**src/rtl/excSeqPkg.sv**
```systemverilog
package excSeqPkg;

  typedef enum logic [2:0] {
    ADR_TABLE,
    ADR_ISP_M2,
    ADR_ISP_M4,
    ADR_ISP,
    ADR_ISP_P2
  } adrSel_e;

  typedef enum logic [2:0] {
    ST_IDLE,
    ST_TBL_RD,
    ST_PUSH_PSR,
    ST_PUSH_PC,
    ST_POP_PC,
    ST_POP_PSR,
    ST_POP_END,
    ST_DONE
  } seqState_e;

  typedef struct packed {
    logic    latchReq;
    logic    memRd;
    logic    memWr;
    adrSel_e adrSel;
    logic    wrPcWord;
    logic    capEntry;
    logic    capPcWord;
    logic    capPsrWord;
    logic    ispDec;
    logic    ispInc;
  } seqStrobe_t;

endpackage

```
**src/rtl/excSeqCtrl.sv**
```systemverilog
module excSeqCtrl
  import excSeqPkg::*;
#(
  parameter int VEC_W   = 6,
  parameter int NUM_VEC = 48
) (
  input  logic             clk,
  input  logic             rstN,
  input  logic             startReq,
  input  logic             retReq,
  input  logic [VEC_W-1:0] vecIdx,
  output seqStrobe_t       strb,
  output logic             busy,
  output logic             done
);

  localparam logic [VEC_W:0] VEC_LIMIT = (VEC_W+1)'(NUM_VEC);

  seqState_e state, nextState;
  logic vecOk, takeStart, takeRet;

  assign vecOk     = {1'b0, vecIdx} < VEC_LIMIT;
  assign takeStart = (state == ST_IDLE) && startReq && vecOk;
  assign takeRet   = (state == ST_IDLE) && retReq && !takeStart;

  always_comb begin
    strb      = '0;
    strb.adrSel = ADR_TABLE;
    nextState = state;
    unique case (state)
      ST_IDLE: begin
        if (takeStart) begin
          strb.latchReq = 1'b1;
          nextState     = ST_TBL_RD;
        end else if (takeRet) begin
          nextState = ST_POP_PC;
        end
      end
      ST_TBL_RD: begin
        strb.memRd  = 1'b1;
        strb.adrSel = ADR_TABLE;
        nextState   = ST_PUSH_PSR;
      end
      ST_PUSH_PSR: begin
        strb.capEntry = 1'b1;
        strb.memWr    = 1'b1;
        strb.adrSel   = ADR_ISP_M2;
        nextState     = ST_PUSH_PC;
      end
      ST_PUSH_PC: begin
        strb.memWr    = 1'b1;
        strb.wrPcWord = 1'b1;
        strb.adrSel   = ADR_ISP_M4;
        strb.ispDec   = 1'b1;
        nextState     = ST_DONE;
      end
      ST_POP_PC: begin
        strb.memRd  = 1'b1;
        strb.adrSel = ADR_ISP;
        nextState   = ST_POP_PSR;
      end
      ST_POP_PSR: begin
        strb.memRd     = 1'b1;
        strb.adrSel    = ADR_ISP_P2;
        strb.capPcWord = 1'b1;
        nextState      = ST_POP_END;
      end
      ST_POP_END: begin
        strb.capPsrWord = 1'b1;
        strb.ispInc     = 1'b1;
        nextState       = ST_DONE;
      end
      ST_DONE: nextState = ST_IDLE;
      default: nextState = ST_IDLE;
    endcase
  end

  always_ff @(posedge clk) begin
    if (!rstN) state <= ST_IDLE;
    else       state <= nextState;
  end

  assign busy = (state != ST_IDLE);
  assign done = (state == ST_DONE);

  AST_DONE_PULSE: assert property (@(posedge clk) disable iff (!rstN)
    done |=> !done);
  AST_PSR_FIRST: assert property (@(posedge clk) disable iff (!rstN)
    strb.wrPcWord |-> $past(strb.memWr && strb.adrSel == ADR_ISP_M2));
  AST_BAD_VEC_IGNORED: assert property (@(posedge clk) disable iff (!rstN)
    (!busy && startReq && !vecOk && !retReq) |=> !busy);
  AST_DONE_WHILE_BUSY: assert property (@(posedge clk) disable iff (!rstN)
    (strb.memWr || strb.memRd) |-> busy);

endmodule

```
**src/rtl/excSeqDpath.sv**
```systemverilog
module excSeqDpath
  import excSeqPkg::*;
#(
  parameter int ADDR_W = 21,
  parameter int DATA_W = 16,
  parameter int VEC_W  = 6
) (
  input  logic              clk,
  input  logic              rstN,
  input  seqStrobe_t        strb,
  input  logic              busy,
  input  logic              baseWrEn,
  input  logic [ADDR_W-1:0] baseWrData,
  input  logic              ispWrEn,
  input  logic [ADDR_W-1:0] ispWrData,
  input  logic [VEC_W-1:0]  vecIdx,
  input  logic [ADDR_W-1:0] curPc,
  input  logic [DATA_W-1:0] curPsr,
  input  logic [DATA_W-1:0] memRdData,
  output logic [ADDR_W-1:0] memAddr,
  output logic [DATA_W-1:0] memWrData,
  output logic [ADDR_W-1:0] baseOut,
  output logic [ADDR_W-1:0] ispOut,
  output logic [ADDR_W-1:0] newPc,
  output logic [DATA_W-1:0] newPsr
);

  localparam logic [ADDR_W-1:0] BASE_MASK = ADDR_W'((64'd1 << DATA_W) - 64'd2);
  localparam logic [ADDR_W-1:0] ISP_MASK  = ~ADDR_W'(1);
  localparam logic [ADDR_W-1:0] STEP2     = ADDR_W'(2);
  localparam logic [ADDR_W-1:0] STEP4     = ADDR_W'(4);

  logic [ADDR_W-1:0] baseReg, ispReg, pcReg, newPcReg;
  logic [DATA_W-1:0] psrReg, newPsrReg;
  logic [VEC_W-1:0]  vecReg;
  logic [ADDR_W-1:0] tableAddr, padded;

  assign tableAddr = baseReg + ADDR_W'({vecReg, 1'b0});
  assign padded    = ADDR_W'({1'b0, memRdData, 1'b0});

  always_ff @(posedge clk) begin
    if (!rstN) begin
      baseReg <= '0;
    end else if (baseWrEn && !busy) begin
      baseReg <= baseWrData & BASE_MASK;
    end
  end

  always_ff @(posedge clk) begin
    if (!rstN) begin
      ispReg <= '0;
    end else if (strb.ispDec) begin
      ispReg <= ispReg - STEP4;
    end else if (strb.ispInc) begin
      ispReg <= ispReg + STEP4;
    end else if (ispWrEn && !busy) begin
      ispReg <= ispWrData & ISP_MASK;
    end
  end

  always_ff @(posedge clk) begin
    if (!rstN) begin
      vecReg    <= '0;
      pcReg     <= '0;
      psrReg    <= '0;
      newPcReg  <= '0;
      newPsrReg <= '0;
    end else begin
      if (strb.latchReq) begin
        vecReg    <= vecIdx;
        pcReg     <= curPc;
        psrReg    <= curPsr;
        newPsrReg <= curPsr;
      end
      if (strb.capEntry || strb.capPcWord) newPcReg <= padded;
      if (strb.capPsrWord)                 newPsrReg <= memRdData;
    end
  end

  always_comb begin
    unique case (strb.adrSel)
      ADR_TABLE:  memAddr = tableAddr;
      ADR_ISP_M2: memAddr = ispReg - STEP2;
      ADR_ISP_M4: memAddr = ispReg - STEP4;
      ADR_ISP:    memAddr = ispReg;
      ADR_ISP_P2: memAddr = ispReg + STEP2;
      default:    memAddr = tableAddr;
    endcase
  end

  assign memWrData = strb.wrPcWord ? pcReg[DATA_W:1] : psrReg;
  assign baseOut   = baseReg;
  assign ispOut    = ispReg;
  assign newPc     = newPcReg;
  assign newPsr    = newPsrReg;

  AST_BASE_FROZEN: assert property (@(posedge clk) disable iff (!rstN)
    busy |=> $stable(baseReg));
  AST_ENTRY_AFTER_READ: assert property (@(posedge clk) disable iff (!rstN)
    strb.capEntry |-> $past(strb.memRd));

endmodule

```
**src/rtl/excDispatchSeq.sv**
```systemverilog
module excDispatchSeq
  import excSeqPkg::*;
#(
  parameter int ADDR_W  = 21,
  parameter int DATA_W  = 16,
  parameter int VEC_W   = 6,
  parameter int NUM_VEC = 48
) (
  input  logic              clk,
  input  logic              rstN,
  input  logic              baseWrEn,
  input  logic [ADDR_W-1:0] baseWrData,
  input  logic              ispWrEn,
  input  logic [ADDR_W-1:0] ispWrData,
  input  logic              startReq,
  input  logic              retReq,
  input  logic [VEC_W-1:0]  vecIdx,
  input  logic [ADDR_W-1:0] curPc,
  input  logic [DATA_W-1:0] curPsr,
  output logic              busy,
  output logic              done,
  output logic [ADDR_W-1:0] newPc,
  output logic [DATA_W-1:0] newPsr,
  output logic [ADDR_W-1:0] baseOut,
  output logic [ADDR_W-1:0] ispOut,
  output logic              memRdEn,
  output logic              memWrEn,
  output logic [ADDR_W-1:0] memAddr,
  output logic [DATA_W-1:0] memWrData,
  input  logic [DATA_W-1:0] memRdData
);

  seqStrobe_t strb;

  excSeqCtrl #(.VEC_W(VEC_W), .NUM_VEC(NUM_VEC)) u_ctrl (
    .clk      (clk),
    .rstN     (rstN),
    .startReq (startReq),
    .retReq   (retReq),
    .vecIdx   (vecIdx),
    .strb     (strb),
    .busy     (busy),
    .done     (done)
  );

  excSeqDpath #(.ADDR_W(ADDR_W), .DATA_W(DATA_W), .VEC_W(VEC_W)) u_dpath (
    .clk        (clk),
    .rstN       (rstN),
    .strb       (strb),
    .busy       (busy),
    .baseWrEn   (baseWrEn),
    .baseWrData (baseWrData),
    .ispWrEn    (ispWrEn),
    .ispWrData  (ispWrData),
    .vecIdx     (vecIdx),
    .curPc      (curPc),
    .curPsr     (curPsr),
    .memRdData  (memRdData),
    .memAddr    (memAddr),
    .memWrData  (memWrData),
    .baseOut    (baseOut),
    .ispOut     (ispOut),
    .newPc      (newPc),
    .newPsr     (newPsr)
  );

  assign memRdEn = strb.memRd;
  assign memWrEn = strb.memWr;

  AST_DONE_ONLY_BUSY: assert property (@(posedge clk) disable iff (!rstN)
    done |-> busy);

endmodule

```
**config.mk**
```make
export PLATFORM = sky130hd
export DESIGN_NAME = excDispatchSeq
export DESIGN_NICKNAME = d
export VERILOG_FILES = /design/src/rtl/excSeqPkg.sv /design/src/rtl/excSeqCtrl.sv /design/src/rtl/excSeqDpath.sv /design/src/rtl/excDispatchSeq.sv
export SDC_FILE = /design/constraint.sdc
export NUM_CORES = 1
export LEC_CHECK = 0
export BUFFER_PORTS_ARGS = -buffer_cell sky130_fd_sc_hd__buf_4
export CORE_UTILIZATION = 40
export CTS_CLUSTER_DIAMETER = 120
export DETAILED_ROUTE_END_ITERATION = 10
export PLACE_DENSITY = 0.66
export SLEW_MARGIN = 20
export SYNTH_ARGS = -nofsm -noshare
export SYNTH_HDL_FRONTEND = slang
export SYNTH_SLANG_ARGS = --single-unit
```
**constraint.sdc**
```tcl
create_clock -name clk -period 4.5 [get_ports clk]
set_clock_uncertainty 0.05 [all_clocks]
set_input_delay 0.225 -clock clk [delete_from_list [all_inputs] [get_ports clk]]
set_output_delay 0.225 -clock clk [all_outputs]
set_load 0.05 [all_outputs]
```
== Word-level counts from Yosys, hierarchy flattened ==
Cells that the tools add are included.

* Add/subtract/negate cells: 5
* Mux-type cells: 19
* Eq/ne operators: 12
* Reductions and logical operators: 16
* Magnitude comparators: 1

{| class="wikitable"
|+ Operators by type and width
! operator !! count
|-
| $pmux 21 s4 || 1
|-
| $mux 21 || 3
|-
| $mux 16 || 3
|-
| $add 21x2->21 const B || 1
|-
| $add 21x3->21 const B || 1
|-
| $pmux 3 s7 || 1
|-
| $sub 21x2->21 const B || 1
|-
| $sub 21x3->21 const B || 1
|-
| $add 16x7->17 || 1
|-
| $eq 3x3->1 const B || 5
|-
| $eq 3x2->1 const B || 4
|-
| $pmux 3 s4 || 1
|-
| $mux 1 || 8
|-
| $eq 3x1->1 const B || 2
|-
| $logic_and 1x1->1 || 6
|-
| $lt 6x6->1 const B || 1
|-
| $mux 3 || 2
|-
| $reduce_bool 3->1 || 2
|-
| $reduce_or 2->1 || 2
|-
| $logic_not 3->1 || 1
|-
| $ne 3x1->1 const B || 1
|-
| $reduce_or 3->1 || 1
|-
| $logic_not 1->1 || 2
|-
| $reduce_bool 2->1 || 1
|-
| $logic_or 1x1->1 || 1
|}

* Flip-flop bits (word level): 110
* Input bits: 107
* Output and inout port bits: 120

== Depth between registers and ports, before layout ==
* Depth after elaboration: 8
* Depth in mapped cells: 11
* Gate-level depth less buffers: 9

== Modules after synthesis ==
From an unflattened synthesis, not the netlist that was laid out.

* Cells, all modules: 1003
* Area total of the unflattened synthesis: 7623.6 sq um

{| class="wikitable"
|+ By module, submodules not included
! module !! times used !! area each (sq um) !! cells each !! sequential area each (sq um)
|-
| excSeqDpath || 1 || 7349.5 || 967 || 2102.0
|-
| excSeqCtrl || 1 || 274.0 || 36 || 60.1
|}

== Least setup slack after synthesis ==
No wires, ideal clock.

* Path kind: reg2out
* Start point: register u_ctrl.state[2]
* End point: output port memAddr[18]
* Stages on the path, launching flop included: 12
* Slack: 0.183 ns
* Path buffers: 2
* Arrival time: 4.042 ns
* Required time: 4.225 ns
* Cell sequence: dfxtp_1 clkbuf_1 nor2b_1 nand2_1 ha_1 clkbuf_1 nand2_1 nor3_1 nand3_1 or3_1 and2_1 o311ai_1

* Word-level cells in the longest chain between the ends: 4
* Elaborated cells on any way between the ends: 10
* Those cells by class: 8 x eq/ne; 2 x mux

{| class="wikitable"
|+ Ends and longest elaborated chain
! element !! RTL line !! RTL
|-
| from (decl) || excSeqCtrl.sv:19 || <nowiki>seqState_e state, nextState;</nowiki>
|-
| from (signal assigned) || excSeqCtrl.sv:80 || <nowiki>else state <= nextState;</nowiki>
|-
| $eq 3x3->1 / $eq 3x2->1 (equally long branches) || excSeqCtrl.sv:30 || <nowiki>unique case (state)</nowiki>
|-
| $pmux 3 s4 * || excSeqCtrl.sv:30 ||
|-
| $eq 3x3->1 (tied with other cells) || excSeqDpath.sv:81 || <nowiki>unique case (strb.adrSel)</nowiki>
|-
| $pmux 21 s4 * || excSeqDpath.sv:81 ||
|-
| to (decl) || excDispatchSeq.sv:28 || <nowiki>output logic [ADDR_W-1:0] memAddr,</nowiki>
|}

Every way passes the cells marked *; elsewhere a longest branch is shown, timed or not.

== Worst setup path after layout ==
* Start point: register u_ctrl.state[2]
* End point: output port memAddr[16]

Same word-level chain as after synthesis.

==> impl_metrics.py <==
metrics = {
    "clock_tree": {
        "clk_latency_ns": 0.36,
        "cts-root-buf": "clkbuf_16",
        "post_cts.repair.setup_buffers": 0,
        "holdBufCountCts": 0,
        "htreeDepth": 3,
        "cts_tree": "built",
        "clk_pin_slew_ns": 0.09,
        "cts_buffers": 9,
        "cts.path.max_buffers": 2,
        "clkSinkCount": 108,
    },
    "critical_path": {
        "cp-end-kind": "output pin",
        "cp.required_ns": 4.22,
        "path_max_fanout": 18,
        "crit_type": "flip-flop to output pin",
        "cp-start-kind": "flip-flop",
        "cp_data_arrival_time_ns": 3.78,
    },
    "grt": {
        "grt_overflow_total": 0,
        "grt_usage_pct": 28.3,
        "grt_pass1_wl_um": 41200,
        "grt_max_degree": 58,
        "grt_pass1_vias": 7652,
        "antenna_found_initial": 0,
    },
    "synth": {
        "async_flop_share_pct": 0,
        "synthFlopType": "dfxtp_1",
        "yosys-top-cells-area": "dfxtp_1 30%, nand2_1 14%, a21oi_1 9.1%",
        "synth_edf_count": 0,
        "ys_types": 71,
        "avgSynthCellArea_um2": 6.97,
        "yosysTopAreaCell": "dfxtp_1",
        "synthCells": 1044,
        "synth-warning-count": 0,
        "synth_area_mm2": 0.00728,
        "synth_top_area_share_pct": 29.7,
        "synth-seq-area-share_pct": 29.7,
        "ys_ff_latch": 108,
    },
    "power_and_ir_drop": {
        "cellLeakagePower_uw": 0.00396,
        "ir_drop_mv": 0.281,
        "power.density_mw_per_mm2": 590,
    },
    "sta": {
        "worst_slew_pin_slew_ns": 1.07,
        "rsz0062_at_grt": "no",
        "setup_viol_count_final": 0,
        "fin_hold_ws_ns": 0.0464,
        "drv_slew": 0,
        "min_period_ns": 4.06,
        "slew_headroom_pct": 28.4,
        "post-route-period-util_pct": 90.2,
        "tns_ns": 0,
        "hold_violations": 0,
        "fmax_mhz": 246,
    },
    "routing": {
        "vias_per_cell": 5.70,
        "via_count": 8167,
        "routed_wl_um": 26200,
        "m1WireLength_um": 11400,
        "wl_met2_um": 11700,
        "routed-wl-met3_um": 2450,
        "first_pass_iters": 8,
        "topRoutingLayerUsed": "met4",
        "postRouteAntennaNets": 0,
        "drc_errors": 0,
        "wl_per_cell_um": 18.3,
        "drt_iter0_drc": 725,
    },
    "cells_and_area": {
        "layout-drive-gt1-share_pct": 20.6,
        "area_delta_synth_final_pct": 26.5,
        "fin_area_mm2": 0.00920,
        "most-common-layout-cells": "278 x nand2_1, 221 x buf_4, 131 x a21oi_1, 108 x dfxtp_1, 52 x nor2_1",
        "multi_input_comb_area_mm2": 0.00470,
        "nets": 1338,
        "final_cells": 1433,
        "seq_area_mm2": 0.00216,
        "diodes": 0,
        "fillCellCount": 1778,
        "post-route-util_pct": 52.5,
        "final_common_cell": "nand2_1",
    },
    "die": {
        "die_area_mm2": 0.0187,
        "die_w_um": 137,
        "row_count": 48,
        "die_h_um": 137,
        "core_mm2": 0.0175,
        "start_util_pct": 41.5,
        "top_level_ports": 227,
    },
    "place": {
        "placed_cell_area_mm2": 0.00889,
        "dpl.hpwl_um": 19400,
        "port-buffer-count": 201,
        "dpl.cell_count": 1417,
        "gp_routability_congestion": 0.934,
    },
    "min_path": {
        "hp-class": "primary input to flip-flop",
    },
    "run_status": {
        "status": "finished, final reports clean",
    },
    "run": {
        "maxCapViolCount": 0,
    },
}
[critical path, cell delays in order, from the launching register on]
cell and delay (ns):
dfxtp_1 0.31, nor2b_1 0.12, buf_4 0.15, nand2_1 0.21, buf_4 0.30, ha_1 0.29
a211oi_1 0.35, o21ai_1 0.20, a21oi_1 0.50, o21ai_0 0.20, a2111oi_0 0.43, a211o_1 0.17
buf_4 0.19
[Yosys cell counts (9+ instances only)]
| cell | count |
|---|---|
| buf_4 | 14 |
| ha_1 | 26 |
| nand3_1 | 20 |
| clkbuf_1 | 58 |
| a21oi_1 | 132 |
| inv_1 | 21 |
| nor3_1 | 23 |
| nand4_1 | 17 |
| dfxtp_1 | 108 |
| xnor2_1 | 23 |
| a211oi_1 | 9 |
| nor2_1 | 52 |
| o21a_1 | 9 |
| nand2_1 | 278 |
| o22ai_1 | 11 |
| xor2_1 | 10 |
| a31oi_1 | 25 |
| o21ai_0 | 40 |
| a221oi_1 | 10 |
| o211ai_1 | 11 |
[worst paths after layout]
kind	cells after the start	slack (ns)	start	end
worst max-delay path	12	0.44	u_ctrl.state[2]	memAddr[16]
worst min-delay path	3	0.05	curPc[11]	u_dpath.pcReg[11]
worst max register to register	10	1.49	u_ctrl.state[2]	u_dpath.ispOut[20]
worst min register to register	2	0.40	u_dpath.newPc[8]	u_dpath.newPc[8]
[power by group]
part	internal, µW	leakage, µW	total (µW)	switching (µW)
registers	1090	0.000882	1270	176
logic	1080	0.00293	3320	2240
clock network	402	0.000150	842	440
total	2570	0.00396	5430	2860
[registers in the layout, summed over array words and instances, names as in the netlist]
register / count
u_dpath.newPc: 16
u_dpath.pcReg: 16
u_dpath.newPsr: 16
u_dpath.psrReg: 16
u_dpath.ispOut: 20
u_dpath.vecReg: 6
u_dpath.baseOut: 15
u_ctrl.state: 3
[what timing repair did]
item | CTS | global route
endpoints found under the setup margin | 0 | 1
hold endpoints to repair | 0 | 0
resized for setup | 0 | 1
[metrics by stage]
step / worst slack [ns] / total power [µW]
global route: 0.114 / 5730
finish: 0.441 / 5430
detailed placement: 0.823 / 4560
global placement: 0.862 / 4550
floorplan: 0.183 / 3620
CTS: 0.409 / 5410
[area by class of cell]
cell class	instances	area share, %
multi-input cells	838	51.0
well taps	225	3.06
clock inverters	7	0.911
inverters	25	1.02
repair buffers	221	18.0
flip-flops and latches	108	23.5
clock buffers	9	2.45
[logic make-up after synthesis]
kind of cell    after synthesis  share of synthesized area (%)
simple gates                439                           26.7
compound gates              319                           27.2
buf+inv                     110                           6.60
flops                       108                           29.7
xor+xnor                     33                           3.97
fa+ha+maj                    29                           5.16
mux                           5                          0.688
other cells                   1                         0.0515
[layer usage]
layer	track usage [%]	vias to the layer above
met3	6.78	39
met1	38.4	3753
met5	0	-
met4	9.65	0
met2	43.6	372
li1	-	4003
Note: power is estimated with default switching activity, not from simulation.
